## config.mk

```make
export PLATFORM = sky130hd
export DESIGN_NAME = uart_dr_fifo
export DESIGN_NICKNAME = d
export VERILOG_FILES = /design/src/rtl/uart_dr_pkg.sv /design/src/rtl/uart_dr_mode.sv /design/src/rtl/uart_dr_queue.sv /design/src/rtl/uart_dr_fifo.sv
export SDC_FILE = /design/constraint.sdc
export NUM_CORES = 1
export LEC_CHECK = 0
export ABC_AREA = 1
export ABC_CLOCK_PERIOD_IN_PS = 4360
export BUFFER_PORTS_ARGS = -buffer_cell sky130_fd_sc_hd__buf_2
export CAP_MARGIN = 25
export CORE_UTILIZATION = 40
export DETAILED_ROUTE_END_ITERATION = 7
export PLACE_DENSITY_LB_ADDON = 0.05
export SYNTH_ARGS = -nofsm -noshare
export SYNTH_HDL_FRONTEND = slang
export SYNTH_SLANG_ARGS = --single-unit
```

## constraint.sdc

```tcl
create_clock -name clk_i -period 4.36 [get_ports clk_i]
set_clock_uncertainty 0.05 [all_clocks]
set_input_delay 0 -clock clk_i [delete_from_list [all_inputs] [get_ports clk_i]]
set_output_delay 0 -clock clk_i [all_outputs]
set_load 0.03 [all_outputs]
```

## src/rtl/uart_dr_pkg.sv

```systemverilog
package uart_dr_pkg;
  localparam int BYTE_W  = 8;
  localparam int STAT_W  = 4;
  localparam int ENTRY_W = BYTE_W + STAT_W;
  // status nibble bit positions
  localparam int ST_FRAME   = 0;
  localparam int ST_PARITY  = 1;
  localparam int ST_BREAK   = 2;
  localparam int ST_OVERRUN = 3;
  localparam int OVR_BIT    = BYTE_W + ST_OVERRUN;

  typedef struct packed {
    logic [STAT_W-1:0] stat;
    logic [BYTE_W-1:0] data;
  } rx_entry_t;
endpackage

```

## src/rtl/uart_dr_mode.sv

```systemverilog
module uart_dr_mode (
  input  logic clk_i,
  input  logic rst_ni,
  input  logic fifo_en_i,
  output logic flush_o,
  output logic single_o
);
  logic en_q;

  always_ff @(posedge clk_i or negedge rst_ni) begin
    if (!rst_ni) en_q <= 1'b1;
    else         en_q <= fifo_en_i;
  end

  assign flush_o  = fifo_en_i ^ en_q;
  assign single_o = ~en_q;
endmodule

```

## src/rtl/uart_dr_queue.sv

```systemverilog
module uart_dr_queue #(
  parameter int W        = 8,
  parameter int DEPTH    = 16,
  parameter bit MARK_EN  = 1'b0,
  parameter int MARK_BIT = W - 1
) (
  input  logic         clk_i,
  input  logic         rst_ni,
  input  logic         flush_i,
  input  logic         single_i,
  input  logic         push_i,
  input  logic [W-1:0] din_i,
  input  logic         pop_i,
  output logic [W-1:0] dout_o,
  output logic         empty_o,
  output logic         full_o
);
  localparam int PW = (DEPTH > 1) ? $clog2(DEPTH) : 1;
  localparam int CW = $clog2(DEPTH + 1);
  localparam logic [PW-1:0] P_LAST  = PW'(DEPTH - 1);
  localparam logic [CW-1:0] C_DEPTH = CW'(DEPTH);

  logic [W-1:0]  mem [DEPTH];
  logic [PW-1:0] wptr_q, rptr_q, wptr_nx, rptr_nx, last_ptr;
  logic [CW-1:0] count_q, cap;
  logic          push_ok, pop_ok;

  assign cap     = single_i ? CW'(1) : C_DEPTH;
  assign empty_o = (count_q == '0);
  assign full_o  = (count_q >= cap);
  assign push_ok = push_i & ~full_o;
  assign pop_ok  = pop_i & ~empty_o;

  // holding mode pins both pointers to the bottom word
  assign wptr_nx  = single_i ? '0 : ((wptr_q == P_LAST) ? '0 : wptr_q + 1'b1);
  assign rptr_nx  = single_i ? '0 : ((rptr_q == P_LAST) ? '0 : rptr_q + 1'b1);
  assign last_ptr = single_i ? '0 : ((wptr_q == '0) ? P_LAST : wptr_q - 1'b1);

  always_ff @(posedge clk_i or negedge rst_ni) begin
    if (!rst_ni) begin
      wptr_q  <= '0;
      rptr_q  <= '0;
      count_q <= '0;
    end else if (flush_i) begin
      wptr_q  <= '0;
      rptr_q  <= '0;
      count_q <= '0;
    end else begin
      if (push_ok) wptr_q <= wptr_nx;
      if (pop_ok)  rptr_q <= rptr_nx;
      case ({push_ok, pop_ok})
        2'b10:   count_q <= count_q + 1'b1;
        2'b01:   count_q <= count_q - 1'b1;
        default: count_q <= count_q;
      endcase
    end
  end

  always_ff @(posedge clk_i) begin
    if (!flush_i) begin
      if (push_ok)
        mem[wptr_q] <= din_i;
      else if (MARK_EN && push_i && full_o)
        mem[last_ptr][MARK_BIT] <= 1'b1;
    end
  end

  assign dout_o = mem[rptr_q];
endmodule

```

## src/rtl/uart_dr_fifo.sv

```systemverilog
module uart_dr_fifo
  import uart_dr_pkg::*;
#(
  parameter int DEPTH = 16
) (
  input  logic               clk_i,
  input  logic               rst_ni,
  input  logic               fifo_en_i,
  input  logic               wr_en_i,
  input  logic [BYTE_W-1:0]  wdata_i,
  input  logic               rd_en_i,
  output logic [ENTRY_W-1:0] rdata_o,
  output logic               tx_valid_o,
  output logic [BYTE_W-1:0]  tx_data_o,
  input  logic               tx_ready_i,
  input  logic               rx_valid_i,
  input  logic [BYTE_W-1:0]  rx_data_i,
  input  logic [STAT_W-1:0]  rx_stat_i,
  output logic               tx_empty_o,
  output logic               tx_full_o,
  output logic               rx_empty_o,
  output logic               rx_full_o
);
  logic      flush, single;
  rx_entry_t rx_in, rx_head;

  uart_dr_mode u_mode (
    .clk_i    (clk_i),
    .rst_ni   (rst_ni),
    .fifo_en_i(fifo_en_i),
    .flush_o  (flush),
    .single_o (single)
  );

  uart_dr_queue #(.W(BYTE_W), .DEPTH(DEPTH)) u_txq (
    .clk_i   (clk_i),
    .rst_ni  (rst_ni),
    .flush_i (flush),
    .single_i(single),
    .push_i  (wr_en_i),
    .din_i   (wdata_i),
    .pop_i   (tx_valid_o & tx_ready_i),
    .dout_o  (tx_data_o),
    .empty_o (tx_empty_o),
    .full_o  (tx_full_o)
  );

  assign rx_in = '{stat: rx_stat_i, data: rx_data_i};

  uart_dr_queue #(.W(ENTRY_W), .DEPTH(DEPTH), .MARK_EN(1'b1), .MARK_BIT(OVR_BIT)) u_rxq (
    .clk_i   (clk_i),
    .rst_ni  (rst_ni),
    .flush_i (flush),
    .single_i(single),
    .push_i  (rx_valid_i),
    .din_i   (rx_in),
    .pop_i   (rd_en_i),
    .dout_o  (rx_head),
    .empty_o (rx_empty_o),
    .full_o  (rx_full_o)
  );

  assign tx_valid_o = ~tx_empty_o;
  assign rdata_o    = rx_empty_o ? '0 : rx_head;
endmodule

```

==> flow_metrics.tcl <==
set metrics [dict create \
    maxCapViolCount 0 \
    wire_per_inst_um 22.0 \
    synth_most_common_cell "edfxtp_1" \
    ys.flop_type "edfxtp_1" \
    die_y_um 193 \
    gp_congestion 0.816 \
    vias 9557 \
    remaining_drc_errors 2 \
    ys_top_cells_by_count "edfxtp_1 (320), nand2_1 (155), nor2_1 (155)" \
    clk_latency_ps 530 \
    coreArea_um2 35800 \
    cts_resized 0 \
    synth-seq-cells 347 \
    synth_area_leaders "edfxtp_1 (66%), o21ai_0 (4.5%), dfrtp_1 (4.4%)" \
    rsz0062_at_grt "false" \
    antenna_cells 0 \
    grt_antenna_before_repair 0 \
    synth_cell_types 45 \
    hold_viol 10 \
    synth-seq-area-share_pct 70.2 \
    end_kind "output pin" \
    crit_fanout 28 \
    synthAdderAreaFrac_pct 1.50 \
    setup_violations 0 \
    relSlewSlack_pct 33.2 \
    h-tree-depth 2 \
    cts_buffers 40 \
    root_buffer "clkbuf_16" \
    seqCellArea_um2 10300 \
    slew_violations 0 \
    startpoint_type "flop" \
    grt_usage_pct 20.9 \
    synth_top_family_by_area "simple AND/OR/NAND/NOR gates" \
    ant_nets 0 \
    io_pins 52 \
    cts.sinks 347 \
    rr_worst_depth 14 \
    layout-drive-gt1-share_pct 13.4 \
    finalWirelength_um 38800 \
    grt_max_degree 67 \
    crit_type "flop to output pin" \
    synth_async_sr_flop_share_pct 7.78 \
    synth_compound_area_share_pct 11.3 \
    violations "DRC, hold timing" \
    syn_to_final_growth_pct 15.3 \
    power_density_nw_per_um2 531 \
    cts.path.max_buffers 3 \
    hpwlAfterDp_um 24900 \
    fill_cells 3274 \
    clock.fmax_mhz 284 \
    dr.first_iter.drc_count 592 \
    clk_pin_slew_worst_paths_ps 60 \
    hold_buffers 16 \
    initial_core_util_pct 40.9 \
    hold_ws_ps -10.6 \
    grt_first_pass_wirelength_um 59200 \
    finalNonFillerCells 1763 \
    syn_avg_cell_area_um2 12.2 \
    tightestPinTransition_ps 1000 \
    synth_enable_flop_cells 320 \
    layout.nets 1322 \
    leakage_nw 6.00 \
    cts_setup_buffers 0 \
    min_path_type "primary input to asynchronous set/reset pin" \
    rows 69 \
    min_period_ps 3530 \
    grt_pass1_vias 9623 \
    ir_worst_vdd_mv 0.334 \
    placed_cells 1681 \
    grt-ovfl-total 0 \
    syn_nets 1247 \
    dieArea_um2 37400 \
    die_x_um 193 \
    yosys.area.top_type "edfxtp_1" \
    status "complete, but fails checks" \
    muxShareOfSynthArea_pct 1.64 \
    syn_inst 1203 \
    routed_via_density 5.42 \
    worstPathArrival_ps 3480 \
    fin_crit_sh_pct 80.9 \
    port_buffers 51 \
    utilization_pct 47.2 \
    multi_input_area_um2 3950 \
    yosysWarnings 0 \
    cts_tree "yes" \
    drt_first_pass_iters 7 \
    required_ps 4310 \
    synth_top_cell_area_share_pct 65.6 \
    synth_xor_area_share_pct 0.299 \
    synth_area_um2 14700 \
    fin_tns_setup_ps 0 \
    yosys.area_share.simple_pct 11.7 \
]
state kept, by name, summed over array words and instances, names as in the netlist:
register and flops:
u_rxq.mem 192, u_txq.wptr_q 4, u_txq.rptr_q 4, u_mode.en_q 1, u_txq.count_q 5, u_rxq.rptr_q 4, u_rxq.wptr_q 4, u_txq.mem 128
u_rxq.count_q 5
kinds of logic (layout without fill, tap and decap cells):
group                    Yosys count  after routing
XOR/XNOR                           5              5
buffers and inverters            127            226
flip-flops                       347            347
AND/OR/NAND/NOR                  404            404
AO/OA/AOI/OAI                    279            279
adder cells (fa/ha/maj)           17             17
multiplexers                      24             24
placed cells by master, fill, tap and decap left out, drive strengths merged, types with 2 or more instances in the layout:
| master | netlist | final |
|---|---|---|
| xnor2 | 2 | 2 |
| o211ai | 9 | 9 |
| o21ai | 133 | 133 |
| nand4 | 10 | 10 |
| clkinv | 3 | 18 |
| mux2i | 24 | 24 |
| edfxtp | 320 | 320 |
| a211oi | 12 | 12 |
| nand3 | 37 | 37 |
| inv | 64 | 63 |
| nor2 | 157 | 157 |
| o22ai | 34 | 34 |
| clkbuf | 49 | 50 |
| nor3 | 30 | 30 |
| xor2 | 3 | 3 |
| ha | 16 | 16 |
| dfrtp | 26 | 26 |
| nand3b | 3 | 3 |
| o221ai | 36 | 36 |
| dlygate4sd3 | 0 | 16 |
| bufinv | 0 | 2 |
| buf | 11 | 77 |
| a21oi | 50 | 50 |
| nand2 | 165 | 165 |
per-stage QoR:
| step | area (um^2) | hold WS, ps | total power (W) | worst slack (ps) |
|---|---|---|---|---|
| CTS | 16900 | 0.114 | 0.00908 | 745 |
| detailed placement | 15500 | 27.9 | 0.00593 | 845 |
| global placement | 15500 | 34.1 | 0.00592 | 904 |
| global route | 16900 | 39.0 | 0.00937 | 589 |
| finish | 16900 | -10.6 | 0.00898 | 835 |
| floorplan | 14700 | -346 | 0.00523 | 1180 |
critical path, cell delays in order, from the launching register on:
cell and delay [ps]:
dfrtp_1 950, nor2_1 120, inv_1 760, o221ai_1 400, a21oi_1 370, a211oi_1 100
buf_2 220
power by group:
group	total (W)	internal (W)	switching, W
Combinational	0.00198	0.000504	0.00147
Clock	0.00314	0.00186	0.00128
Sequential	0.00386	0.00378	0.0000769
Total	0.00898	0.00615	0.00283
layout make-up:
class,count,area share (%)
clock inverter,16,0.777
timing repair buffer,93,3.61
sequential,347,60.9
clock buffer,50,6.40
inverter,67,1.55
multi-input combinational,729,23.4
tap,461,3.41
final timing paths:
check,from,slack [ps],endpoint
min in group clk_i,rx_data_i[6],80,u_rxq.mem[4][6]
setup / recovery,u_rxq.rptr_q[1],830,rdata_o[4]
max in group asynchronous,rst_ni,3360,u_rxq.count_q[2]
setup reg to reg,u_mode.en_q,870,u_rxq.mem[12][4]
hold reg to reg,u_rxq.count_q[4],470,u_rxq.count_q[4]
hold / removal,rst_ni,-10,u_rxq.wptr_q[0]
routing by layer:
metal	GRT usage [%]	part of all wire (%)	wire, um
met3	2.63	3.8	1470
met2	34.9	48	18700
met1	27.7	45	17300
met4	8.53	3.6	1390
met5	0	0	0
(Power assumes the default switching activity.)
